==> src/rtl/cfg_addr_xlate_pkg.sv <==
package cfg_addr_xlate_pkg;

   typedef enum logic [1:0] {
      XF_PASS  = 2'd0,
      XF_TYPE1 = 2'd1,
      XF_TYPE0 = 2'd2
   } xlate_fmt_e;

   localparam int PASS_LO_W = 2;
   localparam int T1_LO_W   = 3;
   localparam int FUNC_W    = 3;

   function automatic xlate_fmt_e classify_fmt(input logic top_bit, input logic low_bit);
      if (top_bit)      return XF_PASS;
      else if (low_bit) return XF_TYPE1;
      else              return XF_TYPE0;
   endfunction

endpackage

==> src/rtl/cfg_addr_xlate_idx.sv <==
module cfg_addr_xlate_idx #(
   parameter int IDX_W = 32
) (
   input  logic             clk,
   input  logic             rst_n,
   input  logic             wr_en,
   input  logic [IDX_W-1:0] wr_val,
   output logic [IDX_W-1:0] idx_q
);
   always_ff @(posedge clk or negedge rst_n) begin
      if (!rst_n)     idx_q <= '0;
      else if (wr_en) idx_q <= wr_val;
   end
endmodule

==> src/rtl/cfg_addr_xlate_lowbit.sv <==
module cfg_addr_xlate_lowbit #(
   parameter int IN_W  = 21,
   parameter int OUT_W = 5,
   parameter int MODE  = 0
) (
   input  logic [IN_W-1:0]  vec,
   output logic             hit,
   output logic [OUT_W-1:0] pos
);
   if (IN_W > (1 << OUT_W)) begin : g_bad_w
      $error("lowbit: OUT_W too narrow for IN_W");
   end
   if (MODE != 0 && MODE != 1) begin : g_bad_mode
      $error("lowbit: MODE must be 0 or 1");
   end

   assign hit = |vec;

   if (MODE == 0) begin : g_scan
      // descending scan: the last match written is the lowest set bit
      always_comb begin
         pos = '0;
         for (int i = IN_W - 1; i >= 0; i--) begin
            if (vec[i]) pos = OUT_W'(i);
         end
      end
   end else begin : g_isolate
      logic [IN_W-1:0] iso;
      assign iso = vec & ((~vec) + IN_W'(1));
      // iso is one-hot (or zero), so OR-ing indices is an encoder
      always_comb begin
         pos = '0;
         for (int i = 0; i < IN_W; i++) begin
            if (iso[i]) pos = pos | OUT_W'(i);
         end
      end
   end
endmodule

==> src/rtl/cfg_addr_xlate_map.sv <==
module cfg_addr_xlate_map
   import cfg_addr_xlate_pkg::*;
#(
   parameter int IDX_W     = 32,
   parameter int DEV_LSB   = 11,
   parameter int FIND_MODE = 0
) (
   input  logic [IDX_W-1:0]   idx_q,
   input  logic [T1_LO_W-1:0] win_lo,
   output logic [IDX_W-1:0]   cfg_addr
);
   localparam int SRCH_W   = IDX_W - DEV_LSB;
   localparam int DEVNUM_W = $clog2(IDX_W);

   xlate_fmt_e          fmt;
   logic                sel_hit;
   logic [DEVNUM_W-1:0] sel_rel;
   logic [DEVNUM_W-1:0] dev_num;

   assign fmt = classify_fmt(idx_q[IDX_W-1], idx_q[0]);

   cfg_addr_xlate_lowbit #(
      .IN_W (SRCH_W),
      .OUT_W(DEVNUM_W),
      .MODE (FIND_MODE)
   ) u_find (
      .vec(idx_q[IDX_W-1:DEV_LSB]),
      .hit(sel_hit),
      .pos(sel_rel)
   );

   assign dev_num = sel_rel + DEVNUM_W'(DEV_LSB);

   always_comb begin
      cfg_addr = '0;
      unique case (fmt)
         XF_PASS: begin
            cfg_addr = idx_q | IDX_W'(win_lo[PASS_LO_W-1:0]);
         end
         XF_TYPE1: begin
            cfg_addr = {idx_q[IDX_W-1:T1_LO_W], win_lo};
         end
         XF_TYPE0: begin
            cfg_addr[T1_LO_W-1:0]       = win_lo;
            cfg_addr[DEV_LSB-1:T1_LO_W] = idx_q[DEV_LSB-1:T1_LO_W];
            if (sel_hit) cfg_addr[DEV_LSB +: DEVNUM_W] = dev_num;
            else         cfg_addr[IDX_W-1:DEV_LSB]     = '1;
         end
         default: cfg_addr = '0;
      endcase
   end
endmodule

==> src/rtl/cfg_addr_xlate_req.sv <==
module cfg_addr_xlate_req #(
   parameter int IDX_W  = 32,
   parameter int DATA_W = 32
) (
   input  logic                  clk,
   input  logic                  rst_n,
   input  logic                  in_valid,
   input  logic                  in_write,
   input  logic [IDX_W-1:0]      in_addr,
   input  logic [DATA_W-1:0]     in_wdata,
   input  logic [DATA_W/8-1:0]   in_be,
   output logic                  out_rd,
   output logic                  out_wr,
   output logic [IDX_W-1:0]      out_addr,
   output logic [DATA_W-1:0]     out_wdata,
   output logic [DATA_W/8-1:0]   out_be
);
   always_ff @(posedge clk or negedge rst_n) begin
      if (!rst_n) begin
         out_rd <= 1'b0;
         out_wr <= 1'b0;
      end else begin
         out_rd <= in_valid & ~in_write;
         out_wr <= in_valid &  in_write;
      end
   end

   always_ff @(posedge clk or negedge rst_n) begin
      if (!rst_n) begin
         out_addr  <= '0;
         out_wdata <= '0;
         out_be    <= '0;
      end else if (in_valid) begin
         out_addr  <= in_addr;
         out_wdata <= in_wdata;
         out_be    <= in_be;
      end
   end
endmodule

==> src/rtl/cfg_addr_xlate.sv <==
module cfg_addr_xlate
   import cfg_addr_xlate_pkg::*;
#(
   parameter int IDX_W     = 32,
   parameter int DATA_W    = 32,
   parameter int WIN_AW    = 12,
   parameter int DEV_LSB   = 11,
   parameter int FIND_MODE = 0
) (
   input  logic                clk,
   input  logic                rst_n,
   input  logic                idx_wr,
   input  logic [IDX_W-1:0]    idx_wdata,
   output logic [IDX_W-1:0]    idx_rdata,
   input  logic                acc_valid,
   input  logic                acc_write,
   input  logic [WIN_AW-1:0]   acc_addr,
   input  logic [DATA_W-1:0]   acc_wdata,
   input  logic [DATA_W/8-1:0] acc_be,
   output logic [DATA_W-1:0]   acc_rdata,
   output logic                acc_ack,
   output logic                req_rd,
   output logic                req_wr,
   output logic [IDX_W-1:0]    req_addr,
   output logic [DATA_W-1:0]   req_wdata,
   output logic [DATA_W/8-1:0] req_be,
   input  logic [DATA_W-1:0]   cpl_rdata,
   input  logic                cpl_ack
);
   localparam int DEVNUM_W = $clog2(IDX_W);

   if (DATA_W % 8 != 0) begin : g_bad_data
      $error("cfg_addr_xlate: DATA_W must be a multiple of 8");
   end
   if (WIN_AW < T1_LO_W + 1) begin : g_bad_win
      $error("cfg_addr_xlate: WIN_AW too small");
   end
   if (DEV_LSB < T1_LO_W + FUNC_W + 1) begin : g_bad_lsb
      $error("cfg_addr_xlate: DEV_LSB leaves no register offset");
   end
   if (DEV_LSB + DEVNUM_W > IDX_W - 1) begin : g_bad_idx
      $error("cfg_addr_xlate: IDX_W too narrow for device field");
   end

   logic [IDX_W-1:0] xaddr;
   logic             unused_hi;

   assign unused_hi = ^acc_addr[WIN_AW-1:T1_LO_W];

   cfg_addr_xlate_idx #(.IDX_W(IDX_W)) u_idx (
      .clk   (clk),
      .rst_n (rst_n),
      .wr_en (idx_wr),
      .wr_val(idx_wdata),
      .idx_q (idx_rdata)
   );

   cfg_addr_xlate_map #(
      .IDX_W    (IDX_W),
      .DEV_LSB  (DEV_LSB),
      .FIND_MODE(FIND_MODE)
   ) u_map (
      .idx_q   (idx_rdata),
      .win_lo  (acc_addr[T1_LO_W-1:0]),
      .cfg_addr(xaddr)
   );

   cfg_addr_xlate_req #(.IDX_W(IDX_W), .DATA_W(DATA_W)) u_req (
      .clk      (clk),
      .rst_n    (rst_n),
      .in_valid (acc_valid),
      .in_write (acc_write),
      .in_addr  (xaddr),
      .in_wdata (acc_wdata),
      .in_be    (acc_be),
      .out_rd   (req_rd),
      .out_wr   (req_wr),
      .out_addr (req_addr),
      .out_wdata(req_wdata),
      .out_be   (req_be)
   );

   assign acc_rdata = cpl_rdata;
   assign acc_ack   = cpl_ack;
endmodule

==> config.mk <==
export PLATFORM = sky130hd
export DESIGN_NAME = cfg_addr_xlate
export DESIGN_NICKNAME = d
export VERILOG_FILES = /design/src/rtl/cfg_addr_xlate_pkg.sv /design/src/rtl/cfg_addr_xlate_idx.sv /design/src/rtl/cfg_addr_xlate_lowbit.sv /design/src/rtl/cfg_addr_xlate_map.sv /design/src/rtl/cfg_addr_xlate_req.sv /design/src/rtl/cfg_addr_xlate.sv
export SDC_FILE = /design/constraint.sdc
export NUM_CORES = 1
export LEC_CHECK = 0
export BUFFER_PORTS_ARGS = -buffer_cell sky130_fd_sc_hd__buf_2
export CAP_MARGIN = 40
export CORE_ASPECT_RATIO = 1.25
export CORE_MARGIN = 2
export CORE_UTILIZATION = 44
export CTS_CLUSTER_SIZE = 8
export DETAILED_ROUTE_END_ITERATION = 7
export GPL_ROUTABILITY_DRIVEN = 0
export GPL_TIMING_DRIVEN = 0
export PLACE_DENSITY_LB_ADDON = 0.25
export RECOVER_POWER = 50
export SLEW_MARGIN = 15
export SYNTH_ARGS = -nofsm -noshare
export SYNTH_HDL_FRONTEND = slang
export SYNTH_SLANG_ARGS = --single-unit
==> constraint.sdc <==
create_clock -name clk -period 2.5 [get_ports clk]
set_input_delay 0.125 -clock clk [delete_from_list [all_inputs] [get_ports clk]]
set_output_delay 0.125 -clock clk [all_outputs]
set_load 0.01 [all_outputs]
; ---- Yosys cells after proc, flatten, opt, wreduce, memory -nomap -nowiden
; Index checks and enable logic that the tools add are counted.
[totals]
output_inout_bits = 135
reg_bits = 102
[op_classes]
n_reduce_logical = 2
n_mux = 26
addsub = 1
n_bitwise = 4
n_eq_ne = 2
[ops]
columns = cell, n
row1 = 5-bit two-way mux, 22
row2 = 32-bit case mux with 3 select lines, 1
row3 = 32-bit by 2-bit bitwise OR with 32-bit output, 1
row4 = 21-bit OR reduction, 1
row5 = 16-bit two-way mux, 1
row6 = "5-bit by 4-bit adder with 5-bit output, second input constant", 1
row7 = 2-bit two-way mux, 2
row8 = 1-bit bitwise AND, 2
row9 = "2-bit by 1-bit == test with 1-bit output, second input constant", 1
row10 = "2-bit == test, second input constant", 1
row11 = 2-bit zero test, 1
row12 = 1-bit NOT, 1

; ---- Logic depth before layout (Yosys ltp)
; Gate-level depths: netlist of run 1.
[depth]
word_depth = 24
mapped_depth = 9
ltp_nobuf = 9

; ---- Modules after synthesis
; A second synthesis of run 1 with hierarchy kept.
[hier_totals]
hier_cells = 344
hier_area_um2 = 5133.7
[by_module_without_submodules]
columns = mod, cells_each, area_per_inst_um2, instances
row1 = cfg_addr_xlate_req, 148, 2931.6, 1
row2 = cfg_addr_xlate_idx, 68, 1345.0, 1
row3 = cfg_addr_xlate_map, 54, 375.4, 1
row4 = cfg_addr_xlate, 33, 247.7, 1
row5 = cfg_addr_xlate_lowbit, 41, 234.0, 1

; ---- Least setup slack after synthesis of run 1
; No wires, ideal clock.
[synth_timing]
path_kind = register -> register
from = register u_idx.idx_q[23]
to = register u_req.out_addr[14]
setup_time_ps = 134
required_ps = 2366
setup_slack_ps = 319
t_arrival_ps = 2047
path_stages_with_launch = 7
period_less_slack_ps = 2181
n_path_buf = 0
path_cell_list = dfrtp_1 or4_4 nor4b_4 nor3_2 or4b_1 a31oi_1 o22ai_1
[synth_between]
elab_chain_len = 16
[synth_lines]
columns = item, line_no
row1 = "start, declared", cfg_addr_xlate_idx.sv:8  ; output logic [IDX_W-1:0] idx_q
row2 = "start signal, assigned", cfg_addr_xlate_idx.sv:12  ; else if (wr_en) idx_q <= wr_val;
row3 = 5-bit two-way mux (13 in a row), cfg_addr_xlate_lowbit.sv:24  ; if (vec[i]) pos = OUT_W'(i);
row4 = 5-bit by 4-bit adder with 5-bit output, cfg_addr_xlate_map.sv:32  ; assign dev_num = sel_rel + DEVNUM_W'(DEV_LSB);
row5 = 5-bit two-way mux *, cfg_addr_xlate_map.sv:46  ; if (sel_hit) cfg_addr[DEV_LSB +: DEVNUM_W] = dev_num;
row6 = 32-bit case mux with 3 select lines *, cfg_addr_xlate_map.sv:36  ; unique case (fmt)
row7 = "end signal, assigned", cfg_addr_xlate_req.sv:34  ; out_addr <= in_addr;
row8 = "end, declared", cfg_addr_xlate_req.sv:14  ; output logic [IDX_W-1:0] out_addr,
; Mark *: on every way between the ends. The rest lies on a longest branch, timed or not.
; A chain may end at the register's enable or synchronous reset.

; ---- Worst setup path after layout of run 1
[layout_timing]
from = register u_idx.idx_q[23]
to = register u_req.out_addr[27]
[layout_between]
elab_chain_len = 3
[layout_lines]
columns = item, line_no
row1 = 21-bit OR reduction, cfg_addr_xlate_lowbit.sv:17  ; assign hit = |vec;
row2 = 16-bit two-way mux, cfg_addr_xlate_map.sv:46
row3 = 32-bit case mux with 3 select lines, cfg_addr_xlate_map.sv:36
; No other way between the ends.

==> results of run 1 <==
logic make-up (layout without fill, tap and decap cells):
logic type,after synthesis,in the layout
adder cells (fa/ha/maj),1,1
buffers and inverters,57,287
AO/OA/AOI/OAI,51,51
AND/OR/NAND/NOR,71,71
multiplexers,74,74
XOR/XNOR,1,1
flip-flops,102,102
worst register-to-register path, delay by kind of cell (launching register included):
family	cells	cell delay, ns
compound gates	2	0.48
flops	1	0.45
simple gates	3	1.11
buf+inv	1	0.22
final cells by class:
class,count,area [µm²]
Tap cell,126,158
Clock inverter,7,123
Multi-Input combinational cell,198,1500
Sequential cell,102,2550
Buffer,50,313
Clock buffer,9,225
Inverter,7,26.3
Timing Repair Buffer,214,988
Fill cell,874,3770
routing by layer:
metal | part of all wire [%] | vias up
met2 | 49 | 173
met3 | 10 | 5
met1 | 41 | 1672
met5 | 0 | -
li1 | - | 1654
met4 | 0.72 | 0
synthesized netlist by cell type:
master    count
inv_1         7
buf_1         1
a21oi_1      28
clkbuf_1     15
o21a_1        1
and2_1        1
nor2_1       30
o21ai_1       2
or3_1         1
a31oi_1       2
or4_1         3
o21ai_0       6
xnor2_1       1
buf_2         1
o311ai_1      1
mux2i_1       2
a221oi_1      1
dfrtp_1     102
nand4_1       1
or4_4         1
or2_1         3
o221ai_1      1
or4b_1        1
o211ai_1      3
ha_1          1
nor4_1        2
nand2_1      20
buf_4        33
a211oi_1      2
nor3_2        2
nor4b_4       1
nand2b_1      1
o22ai_1       1
o21bai_1      1
nand3_1       1
o31ai_1       2
mux2_2       72
nor2b_1       3
stage by stage:
step	cells	utilization [%]	power (µW)	setup slack, ns
floorplan	357	-	2400	0.319
global placement	691	57.9	2770	0.224
detailed placement	692	58.2	2800	0.206
CTS	713	62.3	4410	0.178
global route	713	60.9	4530	0.0215
finish	713	60.9	4330	0.162
flip-flops by register name, summed over array words and instances, names as in the netlist:
register / count
u_req.out_rd: 1
u_req.out_wdata: 32
u_req.out_wr: 1
u_idx.idx_q: 32
u_req.out_be: 4
u_req.out_addr: 32
power breakdown:
| group | switching (µW) | internal (µW) | leakage, µW |
|---|---|---|---|
| clock network | 615 | 981 | 0.000162 |
| logic | 396 | 359 | 0.00133 |
| registers | 143 | 1830 | 0.00119 |
| total | 1150 | 3170 | 0.00269 |
worst paths after layout:
kind | endpoint | slack, ns | depth (start not counted)
max | u_req.out_addr[27]$_DFFE_PN0P_ | 0.16 | 6
min | u_req.out_wdata[3]$_DFFE_PN0P_ | 0.009 | 2
max reg2reg | u_req.out_addr[27]$_DFFE_PN0P_ | 0.16 | 6
min reg2reg | u_req.out_wdata[31]$_DFFE_PN0P_ | 0.51 | 1
max in group asynchronous | u_req.out_wdata[9]$_DFFE_PN0P_ | 0.54 | 3
min in group asynchronous | u_idx.idx_q[28]$_DFFE_PN0P_ | 0.56 | 2
timing repair:
item	4_1_cts	5_1_grt
endpoints found under the hold margin	51	0
hold buffers	5	0
buffers inserted	0	0
==> metrics.cfg, run 1 <==
[sta]
drv_slew = 0
rsz0062_at_grt = false
clock_skew_ns = 0.00585
fin_crit_sh_pct = 93.5
fmax_ghz = 0.428
layout_min_cycle_time_ns = 2.34
slew_headroom_pct = 22.9
hold_viol_final = 0
tns_ns = 0
setup_viol = 0
whs_ns = 0.00912
max_slew.worst_pin.slew_ns = 1.16

[worst_setup_path]
required_ns = 2.76
worstPathArrival_ns = 2.60
critPathMaxStageDelay_ns = 0.59
startpoint = u_idx.idx_q[23]$_DFFE_PN0P_
cp_cell_sequence = or4_4 > nor4b_4 > nand4_1 > o21a_1 > buf_2 > a21oi_1
path_delay_family = simple AND/OR/NAND/NOR gates
crit_buf_inv = 1
critical_path.endpoint_type = flop
slowest_stage = or4_4
r2r_start = u_idx.idx_q[23]$_DFFE_PN0P_
path_class = flop to flop
worstPathMaxFanout = 10
cp-start-kind = flop

[synth]
netlist.top_cell.by_area = dfrtp_1
synth_area_per_cell_um2 = 12.3
synth.top_cell.area_share_pct = 58.1
seq_area_frac_synth_pct = 58.1
synth_top_family_by_area = multiplexers
synth.area.top_cells = dfrtp_1 (58%), mux2_2 (18%), buf_4 (5.6%), a21oi_1 (3.2%), nor2_1 (2.6%)
synth_xor_area_share_pct = 0.199
syn-cell-area_mm2 = 0.00439
ys_ff_latch = 102
synth-adder-area-share_pct = 0.285
synth_nets = 476
synth.distinct_cells = 38
yosys_warnings = 0
synthMuxAreaShare_pct = 18.9
synth_compound_area_share_pct = 6.67
postSynthCellCount = 357
yosys.area_share.simple_pct = 8.09

[routing]
first_pass_iters = 4
drc_errors = 0
drt_iter0_markers = 133
wire_per_inst_um = 15.1
vias_per_cell = 4.91
vias = 3504
drt_wl_total_um = 10800
drt.antenna.violating_nets = 0

[final_layout]
syn2layout_area_growth_pct = 34.0
final_cell_mix = buf_2 (120), clkbuf_1 (104), dfrtp_1 (102)
fin_area_mm2 = 0.00589
layout_commonest_cell = buf_2
layout-drive-gt1-share_pct = 42.1
finalNetCount = 701
num_antenna_cells = 0

[power_and_ir_drop]
ir_drop_mv = 0.501
cellPowerDensity_mw_per_mm2 = 735
p_leak_uw = 0.00269

[clock_network]
ctsResizeCount = 0
cts.sinks = 102
clock_latency_ns = 0.34
h-tree-depth = 3
cts_root_buf = clkbuf_16
cts_buffers = 9
clk_pin_slew_ns = 0.07
clock_path_buffers = 2
cts_tree = yes

[outcome]
status = finished, final reports clean

[global_route]
grt_max_degree = 56
busiest_layer = met2
grt_pass1_vias = 3384
gr-total-overflow = 0
grt_pass1_wl_um = 16400
antenna_found_initial = 0
gr-usage-met1_pct = 24.3
grt_util_met3_pct = 6.83
met2_usage_pct = 32.5
grtUsageTotal_pct = 19.5

[run]
drv_cap = 0

[floorplanning]
pin_count = 253
initial_utilization_pct = 45.5
die_w_um = 93.4
die_h_um = 116
rows = 40
dieArea_mm2 = 0.0108
core-area_mm2 = 0.00966

[min_path]
worstHoldPathType = primary input to flop
hp-start = acc_wdata[3]

[placement]
placed_cell_area_mm2 = 0.00562
hpwl_um = 8180
portBuffers = 208

Power figures use the tool's default switching activity.
==> run 2: changes to the inputs <==
--- a/config.mk
+++ b/config.mk
@@ -8,7 +8,7 @@
 export BUFFER_PORTS_ARGS = -buffer_cell sky130_fd_sc_hd__buf_2
 export CAP_MARGIN = 40
 export CORE_ASPECT_RATIO = 1.25
-export CORE_MARGIN = 2
+export CORE_MARGIN = 4
 export CORE_UTILIZATION = 44
 export CTS_CLUSTER_SIZE = 8
 export DETAILED_ROUTE_END_ITERATION = 7
==> run 2 against run 1 <==
- cell count shrank 0.28%
- die area rose by 7.9%
- wire length grew 7.0%
- fmax increased by 0.32%
- global-route usage is 0.32 points higher
- critical path type unchanged
- largest power group unchanged
- highest routed layer unchanged
==> metrics.cfg, run 2 (synthesized netlist as in run 1, its figures left out) <==
[routing]
wire_per_inst_um = 16.2  ; +7.3%
drt_iter0_markers = 142  ; +6.8%
first_pass_iters = 4  ; unchanged
drc_errors = 0  ; unchanged
drt_wl_total_um = 11600  ; +7.0%
vias_per_cell = 4.96  ; +0.94%
vias = 3527  ; +0.66%
drt.antenna.violating_nets = 0  ; unchanged

[global_route]
grt_pass1_vias = 3685  ; +8.9%
antenna_found_initial = 0  ; unchanged
gr-total-overflow = 0  ; unchanged
grt_max_degree = 54  ; -3.6%
grt_pass1_wl_um = 18600  ; +13%
grtUsageTotal_pct = 19.8  ; +0.32 points

[clock_network]
cts.sinks = 102  ; unchanged
cts_tree = yes
clock_path_buffers = 2  ; unchanged
ctsResizeCount = 0  ; unchanged
cts_buffers = 9  ; unchanged
clock_latency_ns = 0.34  ; about the same
cts_root_buf = clkbuf_16
h-tree-depth = 3  ; unchanged
postCtsSetupBuffers = 0  ; unchanged
postCtsHoldBufs = 5  ; unchanged
clk_pin_slew_ns = 0.07  ; about the same

[floorplanning]
rows = 40  ; unchanged
pin_count = 253  ; unchanged
initial_utilization_pct = 45.5  ; unchanged
core-area_mm2 = 0.00966  ; unchanged
die_w_um = 97.4  ; +4.3%
die_h_um = 120  ; +3.5%
dieArea_mm2 = 0.0117  ; +7.9%

[power_and_ir_drop]
p_leak_uw = 0.00267  ; -0.91%
ir_drop_mv = 0.352  ; -30%
cellPowerDensity_mw_per_mm2 = 709  ; -3.5%

[sta]
layout_min_cycle_time_ns = 2.33  ; -0.00742 ns
clock_skew_ns = 0.00413  ; -0.00172 ns
drv_slew = 0  ; unchanged
max_slew.worst_pin.slew_ns = 1.19  ; +0.0349 ns
setup_viol = 0  ; unchanged
hold_viol_final = 0  ; unchanged
slew_headroom_pct = 20.5  ; -2.3 points
fmax_ghz = 0.429  ; +0.32%
worst_slack_ns = 0.170  ; +0.00742 ns
fin_crit_sh_pct = 93.2  ; -0.30 points
rsz0062_at_grt = false
tns_ns = 0  ; unchanged

[placement]
portBuffers = 208  ; unchanged
placed_cell_area_mm2 = 0.00562  ; unchanged
hpwl_um = 8860  ; +8.3%
place_ws_ns = 0.174  ; -0.0323 ns

[run]
drv_cap = 0  ; unchanged

[worst_setup_path]
cp-start-kind = flop
slowest_stage = or4_4
worstPathArrival_ns = 2.59  ; about the same
worstPathMaxFanout = 10  ; unchanged
path_class = flop to flop
critPathMaxStageDelay_ns = 0.59  ; about the same
required_ns = 2.76  ; about the same
critical_path.endpoint_type = flop
cp_cell_sequence = or4_4 > nor4b_4 > nand4_1 > o21a_1 > buf_2 > a21oi_1
rrSetupSlack_ns = 0.17  ; about the same

[final_layout]
finalNetCount = 701  ; unchanged
fin_area_mm2 = 0.00583  ; -0.87%
final_cell_mix = buf_2 (119), clkbuf_1 (105), dfrtp_1 (102)
reg.largest.list = u_idx.idx_q x32, u_req.out_addr x32, u_req.out_wdata x32
num_antenna_cells = 0  ; unchanged
layout_commonest_cell = buf_2
fillers = 838  ; -4.1%
syn2layout_area_growth_pct = 32.8
layout-drive-gt1-share_pct = 41.7  ; -0.37 points

[outcome]
status = finished, final reports clean

[min_path]
worstHoldPathType = primary input to flop

==> run 2: cell types whose count changed in the layout (fill, tap and decap cells not counted), sizes merged <==
cell / change
bufinv: -2
clkbuf: +3
clkinv: -2
buf: -1
==> run 2: layer usage <==
layer | vias to the layer above | track usage [%] | wire length (µm)
met1 | 1691 | 23.0 | 4380
li1 | 1645 | - | -
met2 | 180 | 34.1 | 5790
met4 | 0 | 5.71 | 140
met3 | 11 | 7.56 | 1240
met5 | - | 0 | 0
==> run 2: critical path, delay by kind of cell, from the launching register on <==
| family | cells | cell delay (ns) |
|---|---|---|
| DFF | 1 | 0.45 |
| and+or+nand+nor | 3 | 1.09 |
| buffers and inverters | 1 | 0.23 |
| AOI/OAI and AO/OA | 2 | 0.47 |
==> run 2: area by class of cell <==
cell class	count	area (µm²)	area share, %
tap	126	158	2.70
buffer	50	313	5.36
inverter	7	26.3	0.450
timing repair buffer	214	987	16.9
sequential	102	2550	43.7
clock inverter	3	45.0	0.772
clock buffer	11	253	4.33
multi-input combinational	198	1500	25.7
==> run 2: stage by stage <==
stage | std cells | util, % | total power (µW) | hold slack (ns)
after global routing | 711 | 60.4 | 4350 | 0.00221
final | 711 | 60.4 | 4140 | 0.0109
after floorplan | 357 | - | 2400 | -0.171
after detailed placement | 692 | 58.2 | 2810 | 0.0956
after global placement | 691 | 57.9 | 2780 | 0.286
after CTS | 711 | 61.8 | 4220 | 0.000220
==> run 2: report_power, final <==
part	leakage, µW	switching (µW)	internal, µW	total [µW]
Combinational	0.00133	402	359	761
Sequential	0.00119	143	1830	1980
Clock	0.000140	581	819	1400
==> run 2: path summary, 6_finish.rpt <==
check                                                startpoint                               to  cells after the start
worst max register to register      u_idx.idx_q[23]$_DFFE_PN0P_   u_req.out_addr[22]$_DFFE_PN0P_                      6
worst min register to register  u_req.out_wdata[26]$_DFFE_PN0P_  u_req.out_wdata[26]$_DFFE_PN0P_                      1
max in group asynchronous                                 rst_n   u_req.out_addr[11]$_DFFE_PN0P_                      3
worst min-delay path                               acc_wdata[3]   u_req.out_wdata[3]$_DFFE_PN0P_                      2
min in group asynchronous                                 rst_n      u_idx.idx_q[28]$_DFFE_PN0P_                      2
worst max-delay path                u_idx.idx_q[23]$_DFFE_PN0P_   u_req.out_addr[22]$_DFFE_PN0P_                      6
